$ cat config.mk
export PLATFORM = sky130hd
export DESIGN_NAME = prio_irq_ctrl
export DESIGN_NICKNAME = d
export VERILOG_FILES = /design/src/rtl/irq_ctrl_pkg.sv /design/src/rtl/irq_capture.sv /design/src/rtl/irq_ctl_regs.sv /design/src/rtl/irq_arbiter.sv /design/src/rtl/prio_irq_ctrl.sv
export SDC_FILE = /design/constraint.sdc
export NUM_CORES = 1
export LEC_CHECK = 0
export BUFFER_PORTS_ARGS = -buffer_cell sky130_fd_sc_hd__buf_4
export CORE_MARGIN = 1
export CORE_UTILIZATION = 46
export CTS_CLUSTER_SIZE = 20
export DETAILED_ROUTE_END_ITERATION = 10
export PLACE_DENSITY = 0.87
export SYNTH_ARGS = -nofsm -noshare
export SYNTH_HDL_FRONTEND = slang
export SYNTH_SLANG_ARGS = --single-unit
$ cat constraint.sdc
create_clock -name clk -period 1.9 [get_ports clk]
set_clock_uncertainty 0.1 [all_clocks]
set_input_delay 0.095 -clock clk [delete_from_list [all_inputs] [get_ports clk]]
set_output_delay 0.095 -clock clk [all_outputs]
set_load 0.005 [all_outputs]
$ cat src/rtl/irq_ctrl_pkg.sv
package irq_ctrl_pkg;
  localparam int NSRC  = 5;
  localparam int S_NMI = 4;
  localparam int S_HI  = 3;
  localparam int S_MID = 2;
  localparam int S_LO  = 1;
  localparam int S_EXT = 0;

  // restart slots (in units of 8 bytes) for the vectored sources
  localparam int unsigned SLOT_NMI = 4;
  localparam int unsigned SLOT_HI  = 7;
  localparam int unsigned SLOT_MID = 6;
  localparam int unsigned SLOT_LO  = 5;

  // control byte: bit order is decoded by software, keep it
  typedef struct packed {
    logic       ser_bit;
    logic       ser_en;
    logic       spare;
    logic       hi_clr;
    logic       mask_en;
    logic [2:0] mask;
  } ctl_byte_t;

  // address halfway into restart slot n
  function automatic logic [31:0] half_slot_addr(input int unsigned slot);
    return 32'(slot * 8 + 4);
  endfunction
endpackage

$ cat src/rtl/irq_capture.sv
module irq_capture (
  input  logic clk,
  input  logic rst,
  input  logic nmi_in,
  input  logic hi_in,
  input  logic hi_clr,
  input  logic ack_nmi,
  input  logic ack_hi,
  output logic nmi_pend,
  output logic hi_pend
);
  logic nmi_q, hi_q;
  logic nmi_rise, hi_rise;

  assign nmi_rise = nmi_in & ~nmi_q;
  assign hi_rise  = hi_in  & ~hi_q;

  always_ff @(posedge clk) begin
    if (rst) begin
      nmi_q    <= 1'b0;
      hi_q     <= 1'b0;
      nmi_pend <= 1'b0;
      hi_pend  <= 1'b0;
    end else begin
      nmi_q <= nmi_in;
      hi_q  <= hi_in;
      if (!nmi_in)
        nmi_pend <= 1'b0;
      else
        nmi_pend <= nmi_rise | (nmi_pend & ~ack_nmi);
      hi_pend <= hi_rise | (hi_pend & ~hi_clr & ~ack_hi);
    end
  end

  AST_NMI_DROPS: assert property (@(posedge clk) disable iff (rst)
    !nmi_in |=> !nmi_pend);
  AST_HI_CLEARED: assert property (@(posedge clk) disable iff (rst)
    (hi_clr && !hi_rise) |=> !hi_pend);
endmodule

$ cat src/rtl/irq_ctl_regs.sv
module irq_ctl_regs
  import irq_ctrl_pkg::*;
(
  input  logic       clk,
  input  logic       rst,
  input  logic       ctl_wr,
  input  logic [7:0] ctl_data,
  input  logic       ie_set,
  input  logic       ie_clr,
  input  logic       ack_maskable,
  output logic [2:0] mask,
  output logic       gie,
  output logic       ser_out
);
  ctl_byte_t ctl;
  logic      ctl_unused;

  assign ctl        = ctl_byte_t'(ctl_data);
  assign ctl_unused = ctl.spare | ctl.hi_clr;

  always_ff @(posedge clk) begin
    if (rst) begin
      mask    <= 3'b111;
      gie     <= 1'b0;
      ser_out <= 1'b0;
    end else begin
      if (ctl_wr && ctl.mask_en) mask    <= ctl.mask;
      if (ctl_wr && ctl.ser_en)  ser_out <= ctl.ser_bit;
      if (ie_clr || ack_maskable) gie <= 1'b0;
      else if (ie_set)            gie <= 1'b1;
    end
  end

  AST_MASK_HOLD: assert property (@(posedge clk) disable iff (rst)
    !(ctl_wr && ctl_data[3]) |=> $stable(mask));
  AST_SER_HOLD: assert property (@(posedge clk) disable iff (rst)
    !(ctl_wr && ctl_data[6]) |=> $stable(ser_out));
  AST_CLEAR_WINS: assert property (@(posedge clk) disable iff (rst)
    ie_clr |=> !gie);
  AST_ACK_DISABLES: assert property (@(posedge clk) disable iff (rst)
    ack_maskable |=> !gie);
endmodule

$ cat src/rtl/irq_arbiter.sv
module irq_arbiter
  import irq_ctrl_pkg::*;
#(
  parameter int ADDR_W = 16
) (
  input  logic              clk,
  input  logic              rst,
  input  logic [NSRC-1:0]   req,
  input  logic              ack,
  output logic              valid,
  output logic [NSRC-1:0]   src,
  output logic [ADDR_W-1:0] vector,
  output logic              ext
);
  logic [NSRC-1:0]   win;
  logic [ADDR_W-1:0] vec_c;

  // higher index = higher priority; later iterations override
  always_comb begin
    win = '0;
    for (int i = 0; i < NSRC; i++)
      if (req[i]) win = NSRC'(1) << i;
  end

  always_comb begin
    vec_c = '0;
    if (win[S_NMI])      vec_c = ADDR_W'(half_slot_addr(SLOT_NMI));
    else if (win[S_HI])  vec_c = ADDR_W'(half_slot_addr(SLOT_HI));
    else if (win[S_MID]) vec_c = ADDR_W'(half_slot_addr(SLOT_MID));
    else if (win[S_LO])  vec_c = ADDR_W'(half_slot_addr(SLOT_LO));
  end

  always_ff @(posedge clk) begin
    if (rst || ack || !(|req)) begin
      valid  <= 1'b0;
      src    <= '0;
      vector <= '0;
      ext    <= 1'b0;
    end else begin
      valid  <= 1'b1;
      src    <= win;
      vector <= vec_c;
      ext    <= win[S_EXT];
    end
  end

  AST_SRC_ONEHOT: assert property (@(posedge clk) disable iff (rst)
    valid |-> $onehot(src));
  AST_IDLE_NO_SRC: assert property (@(posedge clk) disable iff (rst)
    !valid |-> (src == '0));
  AST_EXT_NO_ADDR: assert property (@(posedge clk) disable iff (rst)
    ext |-> (vector == '0));
  AST_ACK_GAP: assert property (@(posedge clk) disable iff (rst)
    ack |=> !valid);
endmodule

$ cat src/rtl/prio_irq_ctrl.sv
module prio_irq_ctrl
  import irq_ctrl_pkg::*;
#(
  parameter int ADDR_W = 16
) (
  input  logic              clk,
  input  logic              rst,
  input  logic              nmi_req,
  input  logic              vec_edge_req,
  input  logic              vec_mid_req,
  input  logic              vec_low_req,
  input  logic              ext_req,
  input  logic              ctl_wr,
  input  logic [7:0]        ctl_data,
  input  logic              ie_set,
  input  logic              ie_clr,
  input  logic              irq_ack,
  input  logic              ser_in,
  output logic              irq_valid,
  output logic [NSRC-1:0]   irq_src,
  output logic [ADDR_W-1:0] irq_vector,
  output logic              irq_ext,
  output logic [7:0]        stat_data,
  output logic              ser_out
);
  logic [2:0]      mask;
  logic            gie, nmi_pend, hi_pend;
  logic            ack_nmi, ack_hi, ack_mask;
  logic [NSRC-1:0] req;

  assign ack_nmi  = irq_ack & irq_valid & irq_src[S_NMI];
  assign ack_hi   = irq_ack & irq_valid & irq_src[S_HI];
  assign ack_mask = irq_ack & irq_valid & (|irq_src[S_HI:S_EXT]);

  irq_capture u_cap (
    .clk      (clk),
    .rst      (rst),
    .nmi_in   (nmi_req),
    .hi_in    (vec_edge_req),
    .hi_clr   (ctl_wr & ctl_data[4]),
    .ack_nmi  (ack_nmi),
    .ack_hi   (ack_hi),
    .nmi_pend (nmi_pend),
    .hi_pend  (hi_pend)
  );

  irq_ctl_regs u_regs (
    .clk          (clk),
    .rst          (rst),
    .ctl_wr       (ctl_wr),
    .ctl_data     (ctl_data),
    .ie_set       (ie_set),
    .ie_clr       (ie_clr),
    .ack_maskable (ack_mask),
    .mask         (mask),
    .gie          (gie),
    .ser_out      (ser_out)
  );

  assign req[S_NMI] = nmi_pend & nmi_req;
  assign req[S_HI]  = hi_pend     & ~mask[2] & gie;
  assign req[S_MID] = vec_mid_req & ~mask[1] & gie;
  assign req[S_LO]  = vec_low_req & ~mask[0] & gie;
  assign req[S_EXT] = ext_req & gie;

  irq_arbiter #(.ADDR_W(ADDR_W)) u_arb (
    .clk    (clk),
    .rst    (rst),
    .req    (req),
    .ack    (irq_ack),
    .valid  (irq_valid),
    .src    (irq_src),
    .vector (irq_vector),
    .ext    (irq_ext)
  );

  always_ff @(posedge clk) begin
    if (rst) stat_data <= 8'h07;
    else     stat_data <= {ser_in, hi_pend, vec_mid_req, vec_low_req, gie, mask};
  end

  AST_NMI_HELD: assert property (@(posedge clk) disable iff (rst)
    (irq_valid && irq_src[S_NMI]) |-> $past(nmi_req));
  AST_MASKABLE_GATED: assert property (@(posedge clk) disable iff (rst)
    (irq_valid && !irq_src[S_NMI]) |-> $past(gie));
endmodule

==> impl_metrics.csv <==
group,metric,value,unit
clocking,clk_pin_slew,130,ps
die,die_w,47.9,um
worst_hold_path,hp-start,"ctl_data[2]",
clocking,cts-root-buf,"clkbuf_4",
yosys,postSynthAreaPerCell,10.0,um2
yosys,ys_ff_latch,26,
drt,drt_first_pass_iters,4,
sta,slew_viol_final,0,
placement,place_congestion,0.701,
sta,fmax,526,MHz
clocking,cts_buffer_depth,2,
setup_path,critPathMaxStageDelay,580,ps
finish,finalNetCount,171,
yosys,synth_enable_flop_cells,0,
die,fp.dieH,47.9,um
placement,io_buffers,38,
grt,overflow,0,
finish,multi_input_area,372,um2
power_and_ir_drop,ir_worst_vdd,0.313,mV
yosys,ys_types,28,
outcome,status,"completed",
setup_path,cp_top_family,"buffers and inverters",
setup_path,crit_required,2020,ps
grt,grt_pass1_wl,2920,um
clocking,cts_tree,"yes",
die,core,1960,um2
power_and_ir_drop,leakagePower,0.000648,uW
worst_hold_path,hold_path.class,"input port to flip-flop",
setup_path,crit_fanout,1,
clocking,htreeDepth,1,
grt,grt_use_total,0.187,
sta,fin_setup_tns,0,ps
drt,wl_per_cell,12.0,um
yosys,ys.flop_type,"dfxtp_1",
drt,viasPerCell,4.79,
drt,drt_wl_total,2120,um
clocking,clock_sinks,26,
sta,finalHoldViolCount,0,
grt,antenna_found_initial,0,
setup_path,crit_chain,"dlygate4sd3_1 -> buf_4 -> nand3_1 -> dlygate4sd3_1 -> a21oi_2 -> dlygate4sd3_1",
finish,diodes,0,
setup_path,r2r_start,"u_regs.mask[0]$_SDFFE_PP1P_",
finish,layout-drive-gt1-share,0.320,
yosys,async_flop_share,0,
setup_path,arrival,2020,ps
clocking,cts_made_buffers,3,
finish,finalInstanceArea,1420,um2
die,rows,16,
die,start_util,0.494,
placement,place_area,1210,um2
finish,syn2layout_area_growth,46.6,%
worst_hold_path,hold_depth,3,
yosys,ys_seq_area_frac,0.537,
finish,n_fill_cell,125,
setup_path,reg2reg_depth,4,
drt,ant_nets,0,
finish,seqCellArea,520,um2
grt,grt_max_degree,21,
yosys,synthCells,97,
sta,finalCritPeriodShare,1.00,
drt,drt_iter0_drc,15,
sta,rsz0062_at_grt,"false",
placement,dpl.hpwl,1320,um
die,io_pins,52,
setup_path,critical_path.endpoint_type,"flip-flop",
worst_hold_path,min_to,"u_regs.mask[2]$_SDFFE_PP1P_",
sta,period_needed,1900,ps
setup_path,cp_num_buf_inv,4,
grt,grt_pass1_vias,712,
die,die-area,2300,um2
clocking,clock_latency,320,ps
setup_path,r2r_end,"u_arb.valid$_DFF_P_",
sta,setup_violations,0,
setup_path,r2r_slack,160,ps
setup_path,worstSetupPathType,"input port to flip-flop",
setup_path,startpoint_type,"input port",
power_and_ir_drop,powerDensity,690,nW/um2
drt,drc,0,
yosys,yosysWarnings,0,
setup_path,worst_path_most_repeated_cell,"dlygate4sd3_1",
yosys,syn_area,970,um2
drt,vias,848,
setup_path,cp_slowest_cell,"dlygate4sd3_1",
flow_run,maxCapViolCount,0,
cells by family (layout without fill, tap and decap cells):
group                  Yosys count  after routing  share of synthesized area
and+or+nand+nor                 38             38                      0.232
buffers and inverters           18             60                      0.126
other                            1             12                    0.00387
AOI/OAI and AO/OA               14             14                      0.101
DFF                             26             26                      0.537
where the power goes:
part	internal, uW	switching, uW
logic	78.3	50.2
registers	567	10.7
clock network	117	157
total	763	218
registers in the layout, indices dropped and copies added, names as in the netlist:
signal / flops
u_regs.mask: 3
u_cap.nmi_q: 1
u_cap.nmi_pend: 1
u_regs.gie: 1
u_cap.hi_pend: 1
u_cap.hi_q: 1
stat_data: 8
u_arb.valid: 1
u_arb.vector: 3
u_regs.ser_out: 1
u_arb.src: 5
routing by layer:
metal,track usage,part of all wire,vias up,routed length [um]
met2,0.349,0.53,44,1120
met5,0,0,-,0
met3,0.0226,0.054,4,114
met1,0.210,0.40,390,840
met4,0.0833,0.021,0,44
li1,-,-,410,-
worst min-delay path, delay by kind of cell:
| kind | cells | cell delay [ps] |
|---|---|---|
| AND/OR/NAND/NOR | 1 | 150 |
| AO/OA/AOI/OAI | 1 | 100 |
| buffers and inverters | 1 | 70 |
cell type report:
cell class | instances | share of cell area
Sequential cell | 26 | 0.366
Clock buffer | 4 | 0.0255
Inverter | 1 | 0.00264
Multi-Input combinational cell | 64 | 0.261
Tap cell | 27 | 0.0238
Timing Repair Buffer | 55 | 0.320
synth_stat cells (2+ instances only):
| library cell | count | area (um2) |
|---|---|---|
| nor2b_1 | 8 | 50.1 |
| a21oi_1 | 3 | 15.0 |
| nand2_1 | 8 | 30.0 |
| buf_2 | 2 | 10.0 |
| a211o_1 | 3 | 26.3 |
| o21ai_0 | 2 | 10.0 |
| nand3_1 | 3 | 15.0 |
| and3_1 | 4 | 25.0 |
| and4_1 | 2 | 17.5 |
| buf_4 | 14 | 105 |
| nor2_1 | 2 | 7.51 |
| nor3_1 | 2 | 10.0 |
| a311oi_1 | 2 | 17.5 |
| dfxtp_1 | 26 | 521 |
| or2_2 | 3 | 18.8 |
placed cells by master, fill, tap and decap left out:
cell	Yosys	final
buf_4	14	38
dfxtp_1	26	26
dlygate4sd3_1	0	17
conb_1	1	12
nor2b_1	8	8
nand2_1	8	8
and3_1	4	4
nand3_1	3	3
a211o_1	3	3
or2_2	3	3
clkbuf_4	0	3
o21ai_0	2	2
a311oi_1	2	2
a21oi_1	3	2
nor2_1	2	2
nor3_1	2	2
and4_1	2	2
nor2b_2	1	1
o21ai_1	1	1
and2b_1	1	1
nor3b_2	1	1
nand2b_1	1	1
inv_1	1	1
a32o_1	1	1
a21boi_0	1	1
a21oi_2	0	1
or4_1	1	1
a31oi_1	1	1
nor4b_1	1	1
clkbuf_8	0	1
what timing repair did:
item	in CTS	in global routing
hold buffers	17	0
endpoints found under the setup margin	0	1
buffers inserted	0	0
gates resized for setup	0	1
endpoints found under the hold margin	16	0
stage by stage:
stage | utilization | cells | setup slack, ps | hold slack (ps) | total power (uW)
2_1_floorplan | - | 108 | 780 | 78.1 | 651
3_3_place_gp | 0.617 | 156 | 775 | 214 | 684
3_5_place_dp | 0.617 | 156 | 762 | 228 | 688
4_1_cts | 0.723 | 177 | 68.1 | 12.1 | 983
5_1_grt | 0.724 | 177 | 10.7 | 30.3 | 1020
6_report | 0.724 | 177 | 0.569 | 19.2 | 981
worst max-delay path by stage:
stage / start / endpoint / slack (ps) / cells after the start
2_1_floorplan: u_arb.src[1]$_SDFF_PP0_ / u_regs.gie$_SDFFE_PP0P_ / 780 / 2
3_3_place_gp: u_arb.src[1]$_SDFF_PP0_ / u_regs.gie$_SDFFE_PP0P_ / 780 / 2
3_5_place_dp: u_arb.src[1]$_SDFF_PP0_ / u_regs.gie$_SDFFE_PP0P_ / 760 / 2
4_1_cts: ctl_data[7] / u_regs.ser_out$_SDFFE_PP0P_ / 70 / 6
5_1_grt: ctl_data[7] / u_regs.ser_out$_SDFFE_PP0P_ / 10 / 6
6_report: ctl_data[7] / u_regs.ser_out$_SDFFE_PP0P_ / 0.6 / 6
Note: power is estimated with default switching activity, not from simulation.
